<file path="config.mk">
export PLATFORM = sky130hd
export DESIGN_NAME = xf_bcd_store
export DESIGN_NICKNAME = d
export VERILOG_FILES = /design/src/rtl/xbcd_pkg.sv /design/src/rtl/xbcd_round.sv /design/src/rtl/xbcd_dabble.sv /design/src/rtl/xf_bcd_store.sv
export SDC_FILE = /design/constraint.sdc
export NUM_CORES = 1
export LEC_CHECK = 0
export ABC_AREA = 0
export BUFFER_PORTS_ARGS = -buffer_cell sky130_fd_sc_hd__buf_2
export CAP_MARGIN = 40
export CORE_ASPECT_RATIO = 1.4
export CORE_MARGIN = 2
export CORE_UTILIZATION = 40
export DETAILED_ROUTE_END_ITERATION = 8
export PLACE_DENSITY = 0.58
export REMOVE_ABC_BUFFERS = 1
export SETUP_SLACK_MARGIN = 0.2
export SYNTH_ARGS = -nofsm -noshare
export SYNTH_HDL_FRONTEND = slang
export SYNTH_SLANG_ARGS = --single-unit
export TNS_END_PERCENT = 1
</file>
<file path="constraint.sdc">
create_clock -name clk -period 7.25 [get_ports clk]
set_input_delay 0.725 -clock clk [delete_from_list [all_inputs] [get_ports clk]]
set_output_delay 0.725 -clock clk [all_outputs]
set_load 0.1 [all_outputs]
</file>
<file path="src/rtl/xbcd_pkg.sv">
package xbcd_pkg;

  typedef enum logic [1:0] {
    RC_NEAR = 2'b00,
    RC_DOWN = 2'b01,
    RC_UP   = 2'b10,
    RC_ZERO = 2'b11
  } xb_rc_e;

  typedef enum logic [1:0] {
    ST_IDLE,
    ST_ROUND,
    ST_CONV,
    ST_FIN
  } xb_state_e;

endpackage

</file>
<file path="src/rtl/xbcd_round.sv">
module xbcd_round #(
  parameter int SIG_W  = 64,
  parameter int EXP_W  = 15,
  parameter int DIGITS = 18
) (
  input  logic             sign_i,
  input  logic [EXP_W-1:0] exp_i,
  input  logic [SIG_W-1:0] sig_i,
  input  logic [1:0]       rc_i,
  output logic [SIG_W-1:0] mag_o,
  output logic             inexact_o,
  output logic             up_o,
  output logic             invalid_o
);
  import xbcd_pkg::*;

  localparam int SH_W = $clog2(SIG_W);
  localparam int BIAS = (1 << (EXP_W - 1)) - 1;

  function automatic logic [SIG_W:0] limit_f();
    logic [SIG_W:0] v;
    v = 1;
    for (int i = 0; i < DIGITS; i++) v = v * 10;
    return v - 1;
  endfunction

  localparam logic [SIG_W:0] LIMIT = limit_f();

  logic signed [EXP_W+1:0] unb;
  logic [SH_W-1:0]  sh;
  logic [SIG_W-1:0] low_mask;
  logic [SIG_W-1:0] intp;
  logic             rbit, sticky, big, up, frac_nz;
  logic             zero_exp, max_exp, unsupported;
  logic [SIG_W:0]   mag;

  assign zero_exp    = (exp_i == '0);
  assign max_exp     = &exp_i;
  assign unsupported = !zero_exp && !max_exp && !sig_i[SIG_W-1];
  assign unb = $signed({2'b00, exp_i}) - $signed((EXP_W+2)'(BIAS));
  assign sh  = SH_W'(SIG_W - 1) - unb[SH_W-1:0];

  always_comb begin
    intp     = '0;
    rbit     = 1'b0;
    sticky   = 1'b0;
    big      = 1'b0;
    low_mask = '0;
    if (zero_exp) begin
      sticky = |sig_i;
    end else if (unb >= $signed((EXP_W+2)'(SIG_W))) begin
      big = 1'b1;
    end else if (unb >= 0) begin
      low_mask = ~({SIG_W{1'b1}} << sh);
      intp     = sig_i >> sh;
      rbit     = |(sig_i & (low_mask ^ (low_mask >> 1)));
      sticky   = |(sig_i & (low_mask >> 1));
    end else if (unb == -1) begin
      rbit   = sig_i[SIG_W-1];
      sticky = |sig_i[SIG_W-2:0];
    end else begin
      sticky = |sig_i;
    end
  end

  assign frac_nz = rbit | sticky;

  always_comb begin
    case (xb_rc_e'(rc_i))
      RC_NEAR: up = rbit & (sticky | intp[0]);
      RC_DOWN: up = sign_i & frac_nz;
      RC_UP:   up = !sign_i & frac_nz;
      default: up = 1'b0;
    endcase
  end

  assign mag       = {1'b0, intp} + {{SIG_W{1'b0}}, up};
  assign invalid_o = max_exp | unsupported | big | (mag > LIMIT);
  assign inexact_o = !invalid_o & frac_nz;
  assign up_o      = !invalid_o & up;
  assign mag_o     = mag[SIG_W-1:0];

endmodule

</file>
<file path="src/rtl/xbcd_dabble.sv">
module xbcd_dabble #(
  parameter int BIN_W  = 64,
  parameter int DIGITS = 18
) (
  input  logic                  clk,
  input  logic                  rst,
  input  logic                  load_i,
  input  logic [BIN_W-1:0]      bin_i,
  input  logic                  step_i,
  output logic [4*DIGITS-1:0]   bcd_o
);
  localparam int BCD_W = 4 * DIGITS;

  logic [BIN_W-1:0] bin_q;
  logic [BCD_W-1:0] bcd_q;
  logic [BCD_W-1:0] adj;

  for (genvar g = 0; g < DIGITS; g++) begin : g_dig
    assign adj[4*g +: 4] = (bcd_q[4*g +: 4] >= 4'd5) ? bcd_q[4*g +: 4] + 4'd3
                                                     : bcd_q[4*g +: 4];
    AST_DIGIT_DEC: assert property (@(posedge clk) disable iff (rst)
      bcd_q[4*g +: 4] <= 4'd9);
  end

  always_ff @(posedge clk) begin
    if (rst) begin
      bin_q <= '0;
      bcd_q <= '0;
    end else if (load_i) begin
      bin_q <= bin_i;
      bcd_q <= '0;
    end else if (step_i) begin
      {bcd_q, bin_q} <= {adj, bin_q} << 1;
    end
  end

  assign bcd_o = bcd_q;

endmodule

</file>
<file path="src/rtl/xf_bcd_store.sv">
module xf_bcd_store #(
  parameter int SIG_W  = 64,
  parameter int EXP_W  = 15,
  parameter int DIGITS = 18
) (
  input  logic                       clk,
  input  logic                       rst,
  input  logic                       start_i,
  input  logic [SIG_W+EXP_W:0]       operand_i,
  input  logic [1:0]                 rnd_mode_i,
  input  logic                       inv_mask_i,
  input  logic                       empty_src_i,
  output logic                       done_o,
  output logic                       store_en_o,
  output logic [SIG_W+EXP_W:0]       result_o,
  output logic                       inexact_o,
  output logic                       invalid_o,
  output logic                       rnd_up_o,
  output logic                       uflow_o
);
  import xbcd_pkg::*;

  localparam int W     = SIG_W + EXP_W + 1;
  localparam int BCD_W = 4 * DIGITS;
  localparam int PAD   = W - 1 - BCD_W;
  localparam int CNT_W = $clog2(SIG_W);
  localparam logic [W-1:0] INDEF = {{18{1'b1}}, {(W-18){1'b0}}};

  xb_state_e        state;
  logic [CNT_W-1:0] cnt;
  logic             sign_q, mask_q, empty_q;
  logic [EXP_W-1:0] exp_q;
  logic [SIG_W-1:0] sig_q;
  logic [1:0]       rc_q;
  logic             inv_q, inx_q, up_q;

  logic [SIG_W-1:0] r_mag;
  logic             r_inx, r_up, r_inv;
  logic [BCD_W-1:0] bcd;
  logic             load, step;

  xbcd_round #(.SIG_W(SIG_W), .EXP_W(EXP_W), .DIGITS(DIGITS)) u_round (
    .sign_i    (sign_q),
    .exp_i     (exp_q),
    .sig_i     (sig_q),
    .rc_i      (rc_q),
    .mag_o     (r_mag),
    .inexact_o (r_inx),
    .up_o      (r_up),
    .invalid_o (r_inv)
  );

  assign load = (state == ST_ROUND);
  assign step = (state == ST_CONV);

  xbcd_dabble #(.BIN_W(SIG_W), .DIGITS(DIGITS)) u_dabble (
    .clk    (clk),
    .rst    (rst),
    .load_i (load),
    .bin_i  (r_mag),
    .step_i (step),
    .bcd_o  (bcd)
  );

  always_ff @(posedge clk) begin
    if (rst) begin
      state   <= ST_IDLE;
      cnt     <= '0;
      sign_q  <= 1'b0;
      exp_q   <= '0;
      sig_q   <= '0;
      rc_q    <= 2'b00;
      mask_q  <= 1'b0;
      empty_q <= 1'b0;
      inv_q   <= 1'b0;
      inx_q   <= 1'b0;
      up_q    <= 1'b0;
    end else begin
      case (state)
        ST_IDLE: if (start_i) begin
          sign_q  <= operand_i[W-1];
          exp_q   <= operand_i[W-2:SIG_W];
          sig_q   <= operand_i[SIG_W-1:0];
          rc_q    <= rnd_mode_i;
          mask_q  <= inv_mask_i;
          empty_q <= empty_src_i;
          state   <= ST_ROUND;
        end
        ST_ROUND: begin
          inv_q <= r_inv | empty_q;
          inx_q <= r_inx & !empty_q;
          up_q  <= r_up & !empty_q;
          cnt   <= '0;
          state <= ST_CONV;
        end
        ST_CONV: begin
          cnt <= cnt + 1'b1;
          if (cnt == CNT_W'(SIG_W - 1)) state <= ST_FIN;
        end
        default: state <= ST_IDLE;
      endcase
    end
  end

  always_ff @(posedge clk) begin
    if (rst) begin
      done_o     <= 1'b0;
      store_en_o <= 1'b0;
      result_o   <= '0;
      inexact_o  <= 1'b0;
      invalid_o  <= 1'b0;
      rnd_up_o   <= 1'b0;
      uflow_o    <= 1'b0;
    end else if (state == ST_FIN) begin
      done_o  <= 1'b1;
      uflow_o <= empty_q;
      if (inv_q) begin
        invalid_o  <= 1'b1;
        inexact_o  <= 1'b0;
        rnd_up_o   <= 1'b0;
        store_en_o <= mask_q;
        result_o   <= mask_q ? INDEF : '0;
      end else begin
        invalid_o  <= 1'b0;
        inexact_o  <= inx_q;
        rnd_up_o   <= up_q;
        store_en_o <= 1'b1;
        result_o   <= {sign_q, {PAD{1'b0}}, bcd};
      end
    end else begin
      done_o     <= 1'b0;
      store_en_o <= 1'b0;
    end
  end

  AST_DONE_ONE_CYCLE: assert property (@(posedge clk) disable iff (rst)
    done_o |=> !done_o);
  AST_STORE_WITH_DONE: assert property (@(posedge clk) disable iff (rst)
    store_en_o |-> done_o);
  AST_UNMASKED_SILENT: assert property (@(posedge clk) disable iff (rst)
    (done_o && invalid_o && !mask_q) |-> !store_en_o);
  AST_MASKED_INDEF: assert property (@(posedge clk) disable iff (rst)
    (done_o && invalid_o && mask_q) |-> (store_en_o && result_o == INDEF));
  AST_RNDUP_INEXACT: assert property (@(posedge clk) disable iff (rst)
    rnd_up_o |-> inexact_o);
  AST_UFLOW_STATUS: assert property (@(posedge clk) disable iff (rst)
    uflow_o |-> (!rnd_up_o && invalid_o));
  AST_PAD_ZERO: assert property (@(posedge clk) disable iff (rst)
    (done_o && !invalid_o) |-> (result_o[W-2:BCD_W] == '0));

endmodule

</file>
Word level (Yosys, flattened, before mapping). Cells that the tools add are included.

Multiplexer cells: 45. Reductions and logical operators: 21. Bitwise gates (word level): 18. Eq/ne operators: 9. Magnitude comparators: 21. Shift-type cells: 2. Add/subtract/negate cells: 22.

Operator list (number): 64-bit two-way mux (5); 64-bit OR reduction (3); 80-bit two-way mux (2); 4-bit by 3-bit >= comparator with 1-bit output (second input constant) (18); 4-bit by 2-bit adder with 4-bit output (second input constant) (17); 4-bit two-way mux (17); 64-bit by 1-bit adder with 65-bit output (1); 65-bit by 60-bit > comparator with 1-bit output (second input constant) (1); 64-bit by 63-bit bitwise AND with 64-bit output (1); 64-bit bitwise AND (1); 64-bit NOT (1); 64-bit by 6-bit << shifter with 64-bit output (first input constant) (1); 64-bit by 6-bit >> shifter with 64-bit output (1); 64-bit by 63-bit bitwise XOR with 64-bit output (1); 63-bit OR reduction (1); 16-bit by 1-bit equality test with 1-bit output (second input constant) (1); 16-bit by 1-bit >= comparator with 1-bit output (second input constant) (1); 16-bit by 8-bit >= comparator with 1-bit output (second input constant) (1); 15-bit by 14-bit subtractor with 16-bit output (second input constant) (1); 15-bit logical NOT (1); 1-bit two-way mux (15); 15-bit AND reduction (1); 6-bit case mux with 2 select lines (1); 1-bit bitwise AND (7); 20 further kinds (38).

Output and inout port bits: 86. Bits in registers: 317.

Logic depth before layout (Yosys ltp).
Depth after elaboration: 19. Depth in mapped cells: 39. Mapped depth without buffers: 29.

Hierarchy. A second synthesis with hierarchy kept.

Cell total of the unflattened synthesis: 3096. Area, all modules: 24801.3 µm².

By module, submodules not included: xbcd_round (area each 11044.3 µm², seq. area each 0.0 µm², cells an instance 1528, times used 1); xf_bcd_store (area each 7085.5 µm², seq. area each 3503.4 µm², cells an instance 782, times used 1); xbcd_dabble (area each 6671.4 µm², seq. area each 2722.6 µm², cells an instance 786, times used 1).

Worst setup path before layout. No wires, ideal clock.

Path type: reg2reg. From: register exp_q[0]. To: register inv_q. Required time: 7.190 ns. Stages on the path, launching flop included: 36. Slack: -0.412 ns. Library setup time: 0.060 ns. Period minus slack after synthesis: 7.662 ns. Arrival: 7.602 ns. Path through: dfxtp_1 ha_1 clkbuf_1 inv_1 ha_1 buf_2 buf_2 buf_2 buf_2 buf_2 buf_1 and2_1 clkbuf_1 a22oi_1 o22ai_1 a21oi_1 nor2_1 a211oi_1 nand4_1 o31ai_1 o21ai_0 o211ai_1 inv_1 ha_1 ha_1 nor4b_1 nor2_1 nor3_1 nand3_1 nor4_1 xor2_1 or4_1 or4_1 or4_1 o211ai_2 and3_1.

Longest elaborated chain between the ends: 17. Elaborated cells on any way between the ends: 44. Classes of those cells: 3 x add/sub; 3 x order compare; 1 x eq/ne; 2 x shift; 14 x mux; 13 x bitwise; 8 x reduce/logical.

Ends and longest elaborated chain: from (decl) (RTL line xf_bcd_store.sv:32) `logic [EXP_W-1:0] exp_q;`; from (signal assigned) (RTL line xf_bcd_store.sv:82) `exp_q <= operand_i[W-2:SIG_W];`; 15-bit by 14-bit subtractor with 16-bit output (RTL line xbcd_round.sv:40) `assign unb = $signed({2'b00, exp_i}) - $signed((EXP_W+2)'(BIAS));`; 6-bit subtractor (RTL line xbcd_round.sv:41) `assign sh = SH_W'(SIG_W - 1) - unb[SH_W-1:0];`; 64-bit by 6-bit << shifter with 64-bit output (RTL line xbcd_round.sv:54) `low_mask = ~({SIG_W{1'b1}} << sh);`; 64-bit NOT (RTL line xbcd_round.sv:54); 64-bit by 63-bit bitwise XOR with 64-bit output (RTL line xbcd_round.sv:56) `rbit = |(sig_i & (low_mask ^ (low_mask >> 1)));`; 64-bit bitwise AND (RTL line xbcd_round.sv:56); 64-bit OR reduction (RTL line xbcd_round.sv:56); 1-bit two-way mux (RTL line xbcd_round.sv:53) `end else if (unb >= 0) begin`; 1-bit two-way mux (RTL line xbcd_round.sv:51) `end else if (unb >= $signed((EXP_W+2)'(SIG_W))) begin`; 1-bit two-way mux (RTL line xbcd_round.sv:49) `if (zero_exp) begin`; 1-bit OR (RTL line xbcd_round.sv:66) `assign frac_nz = rbit | sticky;`; 1-bit bitwise AND, on equally long branches (RTL line xbcd_round.sv:72, xbcd_round.sv:71); 1-bit case mux with 3 select lines (RTL line xbcd_round.sv:69) `case (xb_rc_e'(rc_i))`; 64-bit by 1-bit adder with 65-bit output (RTL line xbcd_round.sv:77) `assign mag = {1'b0, intp} + {{SIG_W{1'b0}}, up};`; 65-bit by 60-bit > comparator with 1-bit output (RTL line xbcd_round.sv:78) `assign invalid_o = max_exp | unsupported | big | (mag > LIMIT);`; 1-bit OR (*) (RTL line xbcd_round.sv:78); 1-bit OR (*) (RTL line xf_bcd_store.sv:90) `inv_q <= r_inv | empty_q;`; to (signal assigned) (RTL line xf_bcd_store.sv:90); to (decl) (RTL line xf_bcd_store.sv:35) `logic inv_q, inx_q, up_q;`.

Mark *: on every way between the ends. The rest lies on a longest branch, timed or not. A chain may end at the register's enable or synchronous reset.

Worst setup path in the final report. Ends and elaborated chain as after synthesis.

==> out/results.txt <==
status: complete, no violations
Synth warnings: 0
Place WS: 82.9 ps
final hold vios: 0
grt peak-use layer: met2
synth unique cells: 108
met1 usage in global routing: 0.371
R2R Setup Slk: 430 ps
met3 Use GR: 0.0889
leakage: 10.9 nW
post-synthesis register bit count: 311
Synth area leader: dfxtp_1
Port Buffers: 172
Synth area leaders: dfxtp_1, a21oi_1, mux2i_1
placed instance area: 0.0282 mm^2
clock insertion delay at the later pin of the skew report: 600 ps
CTS hold repair buffers: 0
H-Tree Depth: 2
Crit Path Max Fanout: 10
Final period util: 0.940
setup repair after global routing missed its margin: false
sequential-to-total area share from yosys stat: 0.252
Placed Cells: 4296
io pins: 173
initial antenna violation count: 2
Largest stage delay, worst path: 590 ps
hold endpoint: sig_q[61]$_SDFFE_PP0P_
Tmin final: 6820 ps
post-route cell area: 0.0297 mm^2
Core Rows: 107
chip height: 298 um
RePlAce Congestion: 1.07
initial core utilization: 0.405
MaxCap Viol Count: 0
clock root buffer: clkbuf_16
largest net degree at the start of global routing: 93
CTS tree: built
GRT met2 Usage: 0.672
# clock sinks: 311
Final WS setup: 432 ps
smallest hold slack: 355 ps
Hold Path Depth: 3
Clock Skews: 47.8 ps
Inserted Clock Buffers: 34
Setup Viol. Count Final: 0
Mapped Cells: 3216
Vias/cell: 6.20
Max VDD drop: 0.306 mV
Die X: 214 um
total gr overflow: 0
CP endpoint kind: flop
Worst R2R End: inv_q$_SDFFE_PP0P_
CTS Buffer Depth: 3
worst setup path class: flop to flop
area growth from synthesis to layout: 20.2%
DRT Pass-1 Iters: 6
Post-DRT Antenna Nets: 0
Hold Path Class: primary input to flop
Fmax: 0.147 GHz
synthesized cell area: 0.0247 mm^2
CP startpoint kind: flop
depth of the most critical reg-to-reg path: 34
HP Start: operand_i[61]
slew margin rel.: 0.296
first-pass GRT wire length: 183 mm
Initial DRC Count: 2257
ys flop type: dfxtp_1
core area: 0.0609 mm^2
DR WL/cell: 29.0 um
final WL: 126 mm
average size of a mapped cell: 7.67 um^2
slowest cell on the critical path: or4_4
via count: 27100
layout cell share with drive strength beyond 1: 0.236
final non-filler cell total: 4364
Remaining DRCs: 0
CP dominant cell by count: buf_4
Reg-to-Reg Start: exp_q[0]$_SDFFE_PP0P_
critical path arrival: 7330 ps
clock-pin slew on the worst setup and hold paths: 70 ps
top-area cell type share of the netlist area: 0.252
Layout Nets: 3664
hpwl dp: 96.1 mm
worst slew pin tran: 1050 ps
Async S/R FF share, synth: 0
WP data required: 7760 ps
PD cells: 278 mW/mm^2
Post-synth EDFFs: 0
Final Max Tran Viols: 0
vias in the first global route: 27000
Die Footprint: 0.0637 mm^2
Total Routing Usage GR: 0.386
==> placed cells by master, fill, tap and decap left out, drive strengths merged, types with 9 or more instances in the layout <==
cell / netlist / layout
a22oi: 20 / 20
nand2: 404 / 404
xor2: 54 / 54
nor2b: 77 / 77
a211oi: 40 / 40
dfxtp: 311 / 311
or3: 18 / 18
ha: 53 / 53
mux4: 49 / 49
a21o: 12 / 12
or4: 13 / 13
nand2b: 50 / 50
o22ai: 39 / 39
and2: 28 / 28
nor4: 70 / 70
a311oi: 16 / 16
nor2: 349 / 349
nor4b: 9 / 9
nor3: 95 / 95
o211ai: 16 / 16
o21ai: 143 / 143
a31oi: 11 / 11
a221oi: 14 / 14
mux2i: 157 / 157
xnor2: 71 / 71
a21oi: 317 / 317
nand3: 100 / 100
o2111ai: 10 / 10
buf: 103 / 524
nand4: 58 / 58
and4: 16 / 16
clkbuf: 153 / 47
or2: 11 / 11
mux2: 100 / 100
and3: 21 / 21
inv: 72 / 75
==> where the power goes <==
part | internal [mW] | switching [mW] | total, mW
Clock | 1.06 | 0.778 | 1.84
Sequential | 1.90 | 0.236 | 2.14
Combinational | 1.51 | 2.75 | 4.26
Total | 4.47 | 3.77 | 8.24
==> registers in the layout, indices dropped and copies added, names as in the netlist <==
name,flops
empty_q,1
rnd_up_o,1
inexact_o,1
cnt,6
u_dabble.bin_q,64
uflow_o,1
rc_q,2
state,2
done_o,1
up_q,1
invalid_o,1
sig_q,64
exp_q,15
u_dabble.bcd_o,72
mask_q,1
inv_q,1
sign_q,1
store_en_o,1
inx_q,1
result_o,74
==> how the worst max path moves through the flow <==
| stage | startpoint | end | slack, ps |
|---|---|---|---|
| finish | exp_q[0]$_SDFFE_PP0P_ | inv_q$_SDFFE_PP0P_ | 430 |
| global route | exp_q[0]$_SDFFE_PP0P_ | inx_q$_SDFFE_PP0P_ | 150 |
| CTS | exp_q[0]$_SDFFE_PP0P_ | inv_q$_SDFFE_PP0P_ | 200 |
| detailed placement | exp_q[1]$_SDFFE_PP0P_ | inv_q$_SDFFE_PP0P_ | 80 |
| global placement | exp_q[0]$_SDFFE_PP0P_ | inv_q$_SDFFE_PP0P_ | 170 |
| floorplan | exp_q[0]$_SDFFE_PP0P_ | inv_q$_SDFFE_PP0P_ | -4130 |
==> area by class of cell <==
class / instances / area (um^2)
well taps: 817 / 1020
flip-flops and latches: 311 / 6230
clock inverters: 15 / 210
multi-input cells: 2577 / 17200
inverters: 72 / 270
diodes: 1 / 2.50
repair buffers: 528 / 3750
clock buffers: 43 / 935
fillers: 6044 / 31300
==> cell usage after synthesis (8+ instances only) <==
library cell / n
nand2_1: 402
nor2_1: 345
a21oi_1: 314
dfxtp_1: 311
mux2i_1: 155
clkbuf_1: 152
o21ai_0: 137
mux2_2: 96
nand3_1: 94
nor3_1: 87
nor2b_1: 77
inv_1: 70
xnor2_1: 68
nor4_1: 61
nand4_1: 58
xor2_1: 54
ha_1: 53
mux4_2: 49
nand2b_1: 49
o22ai_1: 39
buf_2: 38
a211oi_1: 37
and2_1: 27
buf_1: 27
buf_4: 25
a22oi_1: 20
and3_1: 20
or3_1: 17
a311oi_1: 16
and4_1: 16
o211ai_1: 15
a221oi_1: 13
buf_6: 13
or4_1: 13
a21o_1: 12
a31oi_1: 11
o2111ai_1: 10
or2_2: 10
nor4b_1: 9
a221o_1: 8
a32oi_1: 8
==> cells by family (layout without fill, tap and decap cells) <==
family                     after synthesis  count (layout)  share of synthesized area
muxes                                  306             306                      0.155
other                                    0               1                          0
buffers and inverters                  328             658                     0.0596
DFF                                    311             311                      0.252
adders and majority gates               53              53                     0.0269
xor gates and xnor gates               125             125                     0.0462
AOI/OAI and AO/OA                      751             751                      0.192
and+or+nand+nor                       1342            1342                      0.269
==> layer usage <==
| metal | vias to the layer above | wire length (um) | share of wire |
|---|---|---|---|
| met3 | 541 | 8360 | 0.066 |
| met1 | 13000 | 41100 | 0.32 |
| met5 | - | 9 | 0.000071 |
| met4 | 2 | 15000 | 0.12 |
| li1 | 12200 | - | - |
| met2 | 1277 | 61900 | 0.49 |
==> critical path, delay by kind of cell (launching register included) <==
kind / cells / cell delay [ps]
simple gates: 13 / 2470
buf+inv: 8 / 1210
xor+xnor: 2 / 350
flops: 1 / 350
fa+ha+maj: 3 / 700
compound gates: 8 / 1650
==> through the flow <==
step	utilization	total power [mW]	TNS [ps]
after floorplan	-	4.44	-182540
after global placement	0.462	6.14	0
after detailed placement	0.463	6.18	0
after CTS	0.482	8.03	0
after global routing	0.487	8.53	0
final	0.487	8.24	0
==> what timing repair did <==
item | 4_1_cts | 5_1_grt
buffers inserted | 2 | 3
resized for setup | 3 | 42
cloned | 0 | 3
pin swaps | 2 | 9
endpoints found under the setup margin | 3 | 3
No activity file was read; power rests on OpenSTA's default activity.
